===== src/rtl/spi_xcvr_pkg.sv =====
// Package: shared word width and control register layout for the SPI engine.
// Assumes: a packed struct places its first member in the most significant bit.
package spi_xcvr_pkg;

    localparam int WORD_W = 8;

    // Control register image: bit 3 role, bit 2 order, bit 1 polarity, bit 0 phase
    typedef struct packed {
        logic master;
        logic lsb_first;
        logic cpol;
        logic cpha;
    } ctl_t;

endpackage


===== src/rtl/spi_sync.sv =====
// Module: spi_sync
// Two-flop synchronizer for a small vector of asynchronous pins.
// Assumes: each bit is independent; RST_VAL is the idle level of each pin.
module spi_sync #(
    parameter int          W       = 2,
    parameter logic [W-1:0] RST_VAL = '0
) (
    input  logic         clk,
    input  logic         rst_n,
    input  logic [W-1:0] d_async,
    output logic [W-1:0] q_sync
);

    logic [W-1:0] meta_q;
    logic [W-1:0] sync_q;

    // Two-stage resampling into the system clock domain
    always_ff @(posedge clk) begin
        if (!rst_n) begin
            meta_q <= RST_VAL;
            sync_q <= RST_VAL;
        end else begin
            meta_q <= d_async;
            sync_q <= meta_q;
        end
    end

    assign q_sync = sync_q;

endmodule


===== src/rtl/spi_mclk.sv =====
// Module: spi_mclk
// Master-mode timing: a half-period ticker driving 16 clock edges and a
// frame-wide slave-select, ending one half-period after the last edge.
// Assumes: DIV is even and at least 4; cpol is stable during a frame.
module spi_mclk #(
    parameter int DIV = 8
) (
    input  logic clk,
    input  logic rst_n,
    input  logic start,
    input  logic cpol,
    output logic sclk,
    output logic ss_n,
    output logic lead,
    output logic trail,
    output logic fin
);

    localparam int HALF  = DIV / 2;
    localparam int CW    = (HALF > 1) ? $clog2(HALF) : 1;
    localparam int EDGES = 16;
    localparam logic [CW-1:0] HLAST = CW'(HALF - 1);
    localparam logic [4:0]    ELAST = 5'(EDGES);

    logic          busy_q;
    logic [CW-1:0] hcnt_q;
    logic [4:0]    ecnt_q;
    logic          sclk_q;
    logic          ss_q;
    logic          tick;
    logic          more;

    assign tick = busy_q && (hcnt_q == HLAST);
    assign more = (ecnt_q < ELAST);

    // Frame sequencer: half-period counter, edge counter, clock and select
    always_ff @(posedge clk) begin
        if (!rst_n) begin
            busy_q <= 1'b0;
            hcnt_q <= '0;
            ecnt_q <= '0;
            sclk_q <= 1'b0;
            ss_q   <= 1'b1;
        end else if (start && !busy_q) begin
            busy_q <= 1'b1;
            hcnt_q <= '0;
            ecnt_q <= '0;
            sclk_q <= cpol;
            ss_q   <= 1'b0;
        end else if (busy_q) begin
            hcnt_q <= tick ? '0 : hcnt_q + 1'b1;
            if (tick) begin
                if (more) begin
                    sclk_q <= ~sclk_q;
                    ecnt_q <= ecnt_q + 1'b1;
                end else begin
                    busy_q <= 1'b0;
                    ss_q   <= 1'b1;
                end
            end
        end else begin
            sclk_q <= cpol;
        end
    end

    assign lead  = tick && more && !ecnt_q[0];
    assign trail = tick && more && ecnt_q[0];
    assign fin   = tick && !more;
    assign sclk  = sclk_q;
    assign ss_n  = ss_q;

    AST_IDLE_LEVEL: assert property (@(posedge clk) disable iff (!rst_n)
        (!busy_q && $past(!busy_q) && $stable(cpol)) |-> (sclk_q == cpol))
        else $error("idle clock level differs from polarity");
    AST_CLOCK_BACK_IDLE: assert property (@(posedge clk) disable iff (!rst_n)
        (busy_q && !more) |-> (sclk_q == cpol))
        else $error("clock not at idle level after 16 edges");
    AST_SS_RELEASE: assert property (@(posedge clk) disable iff (!rst_n)
        fin |=> ss_q)
        else $error("select not released at frame end");

endmodule


===== src/rtl/spi_shreg.sv =====
// Module: spi_shreg
// Separate transmit and receive shifters with a selectable bit order.
// Assumes: load, shift_ev and samp_ev are single-cycle pulses.
module spi_shreg #(
    parameter int W = 8
) (
    input  logic         clk,
    input  logic         rst_n,
    input  logic         load,
    input  logic [W-1:0] ld_data,
    input  logic         lsb_first,
    input  logic         shift_ev,
    input  logic         samp_ev,
    input  logic         in_bit,
    output logic         out_bit,
    output logic [W-1:0] rx_word
);

    logic [W-1:0] tx_q;
    logic [W-1:0] rx_q;

    // Transmit shifter: load a word, then move the next bit to the output end
    always_ff @(posedge clk) begin
        if (!rst_n) begin
            tx_q <= '0;
        end else if (load) begin
            tx_q <= ld_data;
        end else if (shift_ev) begin
            tx_q <= lsb_first ? (tx_q >> 1) : (tx_q << 1);
        end
    end

    // Receive shifter: insert each captured bit from the side matching the order
    always_ff @(posedge clk) begin
        if (!rst_n) begin
            rx_q <= '0;
        end else if (load) begin
            rx_q <= '0;
        end else if (samp_ev) begin
            rx_q <= lsb_first ? {in_bit, rx_q[W-1:1]} : {rx_q[W-2:0], in_bit};
        end
    end

    assign out_bit = lsb_first ? tx_q[0] : tx_q[W-1];
    assign rx_word = rx_q;

endmodule


===== src/rtl/spi_xcvr.sv =====
// Module: spi_xcvr
// Byte-wide SPI engine, master or slave, with control, data and status access,
// a sticky completion flag and a write-collision flag.
// Assumes: control is rewritten only while slave-select is inactive; in slave
// mode the external clock half-period exceeds the 3-cycle sync latency.
module spi_xcvr
    import spi_xcvr_pkg::*;
#(
    parameter int DIV = 8
) (
    input  logic              clk,
    input  logic              rst_n,
    input  logic              ctl_wr,
    input  logic [3:0]        ctl_wdata,
    input  logic              dat_wr,
    input  logic [WORD_W-1:0] dat_wdata,
    input  logic              dat_rd,
    input  logic              sts_rd,
    output logic [WORD_W-1:0] rx_byte,
    output logic              done_flag,
    output logic              wcol_flag,
    output logic              sclk_out,
    output logic              ss_n_out,
    output logic              mosi_out,
    input  logic              miso_in,
    input  logic              sclk_in,
    input  logic              ss_n_in,
    input  logic              mosi_in,
    output logic              miso_out
);

    localparam logic [1:0] PIN_IDLE = 2'b10;

    ctl_t              ctl_q;
    logic [WORD_W-1:0] tx_hold_q;
    logic [WORD_W-1:0] rx_hold_q;
    logic              done_q;
    logic              wcol_q;
    logic              clr_arm_q;
    logic              fin_q;
    logic              m_sclk, m_ss_n, m_lead, m_trail, m_fin, m_start;
    logic [1:0]        pin_s;
    logic              ss_s, sclk_s, ss_d_q, sclk_d_q;
    logic              sel, s_start, s_lead, s_trail, s_fin;
    logic [2:0]        scnt_q;
    logic              lead, trail, samp_ev, shift_ev, seen_q, load;
    logic              out_bit, in_bit, ss_act, coll, clr, data_acc;
    logic [WORD_W-1:0] rx_word;

    // Control register capture
    always_ff @(posedge clk) begin
        if (!rst_n)      ctl_q <= '0;
        else if (ctl_wr) ctl_q <= ctl_t'(ctl_wdata);
    end

    assign m_start = ctl_q.master && dat_wr && m_ss_n;

    spi_mclk #(.DIV(DIV)) u_mclk (
        .clk   (clk),
        .rst_n (rst_n),
        .start (m_start),
        .cpol  (ctl_q.cpol),
        .sclk  (m_sclk),
        .ss_n  (m_ss_n),
        .lead  (m_lead),
        .trail (m_trail),
        .fin   (m_fin)
    );

    spi_sync #(.W(2), .RST_VAL(PIN_IDLE)) u_sync (
        .clk     (clk),
        .rst_n   (rst_n),
        .d_async ({ss_n_in, sclk_in}),
        .q_sync  (pin_s)
    );

    assign ss_s   = pin_s[1];
    assign sclk_s = pin_s[0];

    // Previous synchronized pin values for edge detection
    always_ff @(posedge clk) begin
        if (!rst_n) begin
            ss_d_q   <= 1'b1;
            sclk_d_q <= 1'b0;
        end else begin
            ss_d_q   <= ss_s;
            sclk_d_q <= sclk_s;
        end
    end

    assign sel     = !ctl_q.master && !ss_s;
    assign s_start = sel && ss_d_q;
    assign s_lead  = sel && (sclk_s != sclk_d_q) && (sclk_d_q == ctl_q.cpol);
    assign s_trail = sel && (sclk_s != sclk_d_q) && (sclk_s == ctl_q.cpol);
    assign s_fin   = s_trail && (scnt_q == 3'd7);

    // Slave trailing-edge counter, restarted at each select
    always_ff @(posedge clk) begin
        if (!rst_n)       scnt_q <= '0;
        else if (s_start) scnt_q <= '0;
        else if (s_trail) scnt_q <= scnt_q + 1'b1;
    end

    assign lead     = m_lead || s_lead;
    assign trail    = m_trail || s_trail;
    assign load     = m_start || s_start;
    assign samp_ev  = ctl_q.cpha ? trail : lead;
    assign shift_ev = ctl_q.cpha ? (lead && seen_q) : trail;
    assign in_bit   = ctl_q.master ? miso_in : mosi_in;

    // First-leading-edge marker for the phase-1 output timing
    always_ff @(posedge clk) begin
        if (!rst_n)    seen_q <= 1'b0;
        else if (load) seen_q <= 1'b0;
        else if (lead) seen_q <= 1'b1;
    end

    spi_shreg #(.W(WORD_W)) u_shreg (
        .clk       (clk),
        .rst_n     (rst_n),
        .load      (load),
        .ld_data   (ctl_q.master ? dat_wdata : tx_hold_q),
        .lsb_first (ctl_q.lsb_first),
        .shift_ev  (shift_ev),
        .samp_ev   (samp_ev),
        .in_bit    (in_bit),
        .out_bit   (out_bit),
        .rx_word   (rx_word)
    );

    assign ss_act   = ctl_q.master ? !m_ss_n : !ss_s;
    assign coll     = dat_wr && ss_act;
    assign data_acc = dat_wr || dat_rd;
    assign clr      = clr_arm_q && data_acc;

    // Transmit holding register, written only when no frame is active
    always_ff @(posedge clk) begin
        if (!rst_n)                 tx_hold_q <= '0;
        else if (dat_wr && !ss_act) tx_hold_q <= dat_wdata;
    end

    // Completion pipeline and received-byte capture
    always_ff @(posedge clk) begin
        if (!rst_n) begin
            fin_q     <= 1'b0;
            rx_hold_q <= '0;
        end else begin
            fin_q <= m_fin || s_fin;
            if (fin_q) rx_hold_q <= rx_word;
        end
    end

    // Sticky flags with status-then-data clearing; set wins over clear
    always_ff @(posedge clk) begin
        if (!rst_n) begin
            done_q    <= 1'b0;
            wcol_q    <= 1'b0;
            clr_arm_q <= 1'b0;
        end else begin
            if (fin_q)    done_q <= 1'b1;
            else if (clr) done_q <= 1'b0;
            if (coll)     wcol_q <= 1'b1;
            else if (clr) wcol_q <= 1'b0;
            if (sts_rd)        clr_arm_q <= 1'b1;
            else if (data_acc) clr_arm_q <= 1'b0;
        end
    end

    AST_WCOL_SET: assert property (@(posedge clk) disable iff (!rst_n)
        coll |=> wcol_q)
        else $error("collision write did not raise flag");
    AST_DONE_HOLD: assert property (@(posedge clk) disable iff (!rst_n)
        (done_q && !clr) |=> done_q)
        else $error("completion flag dropped without clear");

    assign rx_byte   = rx_hold_q;
    assign done_flag = done_q;
    assign wcol_flag = wcol_q;
    assign sclk_out  = m_sclk;
    assign ss_n_out  = m_ss_n;
    assign mosi_out  = (ctl_q.master && !m_ss_n) ? (out_bit && (!ctl_q.cpha || seen_q)) : 1'b0;
    assign miso_out  = sel ? (out_bit && (!ctl_q.cpha || seen_q)) : 1'b0;

endmodule


===== config.mk =====
export PLATFORM = sky130hd
export DESIGN_NAME = spi_xcvr
export DESIGN_NICKNAME = d
export VERILOG_FILES = /design/src/rtl/spi_xcvr_pkg.sv /design/src/rtl/spi_sync.sv /design/src/rtl/spi_mclk.sv /design/src/rtl/spi_shreg.sv /design/src/rtl/spi_xcvr.sv
export SDC_FILE = /design/constraint.sdc
export NUM_CORES = 1
export LEC_CHECK = 0
export BUFFER_PORTS_ARGS = -buffer_cell sky130_fd_sc_hd__buf_2
export CORE_ASPECT_RATIO = 1.1
export CORE_MARGIN = 3
export CORE_UTILIZATION = 60
export CTS_CLUSTER_SIZE = 30
export DETAILED_ROUTE_END_ITERATION = 6
export GPL_ROUTABILITY_DRIVEN = 0
export HOLD_SLACK_MARGIN = 0.08
export PLACE_DENSITY = 0.82
export REMOVE_ABC_BUFFERS = 1
export SYNTH_ARGS = -nofsm -noshare
export SYNTH_HDL_FRONTEND = slang
export SYNTH_SLANG_ARGS = --single-unit
export TNS_END_PERCENT = 20

===== constraint.sdc =====
create_clock -name clk -period 4.2 [get_ports clk]
set_input_delay 0.21 -clock clk [delete_from_list [all_inputs] [get_ports clk]]
set_output_delay 0.21 -clock clk [all_outputs]
set_load 0.05 [all_outputs]

==> results_dict.tcl <==
set metrics [dict create \
    synth_largest_area_cell "dfxtp_1" \
    cts_resized 0 \
    fin_util_pct 73.5 \
    core_um2 4380 \
    clk_latency_ns 0.34 \
    crit_fanout 20 \
    worstPathArrival_ns 2.67 \
    maxCapViolCount 0 \
    yosysMostFrequentCell "dfxtp_1" \
    clk_pin_slew_ns 0.06 \
    ys_warn_count 0 \
    netlist.area_leader.share_pct 43.0 \
    whs_ns 0.107 \
    tightest_slew_ns 0.946 \
    rsz0062_at_grt "false" \
    die_y_um 77.5 \
    setup_viol 0 \
    htree_levels 3 \
    grt_overflow 0 \
    power_mw 1.31 \
    num_rows 25 \
    cts_setup_buffers 0 \
    fp.dieW_um 71.0 \
    finalSetupTns_ns 0 \
    drtAntennaViolNets 0 \
    ctsHoldBuffers 3 \
    initial_core_util_pct 63.7 \
    syn_to_final_growth_pct 15.4 \
    finalMaxSlewViolations 0 \
    ir_drop_v 0.000314 \
    cts.sinks 60 \
    antenna_found_initial 0 \
    slew_headroom_pct 36.8 \
    grt_usage_pct 21.9 \
    min_path_type "in2reg" \
    fin_skew_ns 0.00486 \
    io_pins 36 \
    fin_crit_ns 2.40 \
    wl_per_cell_um 14.6 \
    grt_pass1_wl_mm 9.50 \
    drive_above_1_share_pct 22.4 \
    cts_buffer_depth 2 \
    fin_nets 347 \
    instances_no_fill 380 \
    hold_viol_final 0 \
    p_leak_nw 1.36 \
    outcome "completed" \
    synthTopCellsByCount "dfxtp_1 (60), mux2i_1 (49), nor2_1 (38)" \
    yosys_most_used_dff "dfxtp_1" \
    grt_pass1_vias 2104 \
    io_buffers 35 \
    endpoint_kind "register" \
    synthesis.instances 288 \
    ys_seq_area_share_pct 43.0 \
    syn_area_per_cell_um2 9.69 \
    vias 2144 \
    drtIter0Drc 108 \
    cts_buffers 9 \
    synth.area.top_cells "dfxtp_1 (43%), mux2i_1 (18%), nor2_1 (5.1%), mux2_2 (4.8%), nand2_1 (4.3%)" \
    root_buffer "clkbuf_8" \
    fin_crit_sh_pct 57.2 \
    synth_edf_count 0 \
    ys_async_sr_fraction_pct 0 \
    power_density_nw_per_um2 406 \
    max_freq_mhz 416 \
    grt_max_degree 28 \
    ys_seq_elements 60 \
    synth_cell_types 46 \
    syn_area_um2 2790 \
    cts_tree "yes" \
    dieArea_um2 5510 \
    worst-endpoint-required_ns 4.47 \
    vias_per_cell 5.64 \
    numPlacedInstances 361 \
    n_antenna_cell 0 \
    dr.pass1.iters 4 \
    critical_path_class "reg2reg" \
    drc 0 \
    hpwl_mm 3.80 \
    startpoint_type "register" \
    finalWirelength_mm 5.54 \
]
[layout make-up]
class | count | area (um2)
tap | 54 | 67.6
multi-input combinational | 208 | 1500
sequential | 60 | 1200
timing repair buffer | 38 | 205
clock inverter | 4 | 70.1
fill | 324 | 1160
clock buffer | 12 | 165
inverter | 4 | 15.0
[layout by cell type, fill, tap and decap left out, types with 2 or more instances in the layout]
cell / instances
dfxtp_1: 60
mux2i_1: 49
nor2_1: 38
buf_2: 35
nand2_1: 32
mux2_2: 12
clkbuf_8: 12
o21ai_0: 11
a21oi_1: 8
o211ai_1: 7
nand2b_1: 6
nand3b_1: 4
ha_1: 4
inv_1: 3
a211oi_1: 3
and2_1: 3
dlygate4sd3_1: 3
nor3_1: 2
nand3_1: 2
xnor2_1: 2
xor2_1: 2
bufinv_16: 2
clkinv_2: 2
[per-layer routing]
| metal | global-route usage, % | part of all wire [%] |
|---|---|---|
| met3 | 5.57 | 3.9 |
| met4 | 12.8 | 2.5 |
| met5 | 0 | 0 |
| met1 | 26.6 | 46 |
| met2 | 34.7 | 47 |
[sequential cells by signal, summed over array words and instances, names as in the netlist]
| register | cells |
|---|---|
| rx_byte | 8 |
| tx_hold_q | 8 |
| u_shreg.rx_word | 8 |
| u_shreg.tx_q | 8 |
| u_mclk.ecnt_q | 5 |
| ctl_q | 4 |
| scnt_q | 3 |
| u_mclk.hcnt_q | 2 |
| u_sync.meta_q | 2 |
| u_sync.q_sync | 2 |
| clr_arm_q | 1 |
| done_flag | 1 |
| fin_q | 1 |
| sclk_d_q | 1 |
| seen_q | 1 |
| ss_d_q | 1 |
| u_mclk.busy_q | 1 |
| u_mclk.sclk | 1 |
| u_mclk.ss_n | 1 |
| wcol_flag | 1 |
[path summary, 6_finish.rpt]
check	from	end	slack (ns)	cells after the start
max	ctl_q[3]$_SDFFE_PN0P_	u_shreg.tx_q[6]$_SDFFE_PN0P_	1.80	4
max reg2reg	ctl_q[3]$_SDFFE_PN0P_	u_shreg.tx_q[6]$_SDFFE_PN0P_	1.80	4
min reg2reg	u_sync.meta_q[1]$_SDFF_PN1_	u_sync.q_sync[1]$_SDFF_PN1_	0.41	1
min	ctl_wdata[2]	ctl_q[2]$_SDFFE_PN0P_	0.11	3
[power by group]
part           total (mW)  leakage, nW  internal [mW]  switching, mW
combinational       0.101        0.748         0.0468         0.0541
sequential          0.606        0.488          0.585         0.0210
clock               0.601        0.122          0.381          0.221
total                1.31         1.36           1.01          0.296
[worst max-delay path: stages, from the launching register on]
cell and delay [ns]:
dfxtp_1 0.94, or3b_2 0.30, nand2_2 0.14, a2111oi_4 0.70, mux2i_1 0.25
[per-stage QoR]
step | instance area [um2] | setup WS, ns
2_1_floorplan | 2710 | 1.87
6_report | 3220 | 1.80
5_1_grt | 3220 | 1.58
3_3_place_gp | 2950 | 1.90
4_1_cts | 3220 | 1.80
3_5_place_dp | 2950 | 1.81
[logic make-up after synthesis]
logic type / after synthesis / share of synthesized area [%]
flip-flops: 60 / 43.0
adder cells (fa/ha/maj): 4 / 1.79
XOR/XNOR: 4 / 1.26
multiplexers: 61 / 22.4
AO/OA/AOI/OAI: 40 / 11.3
AND/OR/NAND/NOR: 99 / 16.9
buffers and inverters: 20 / 3.36
(Power assumes the default switching activity.)
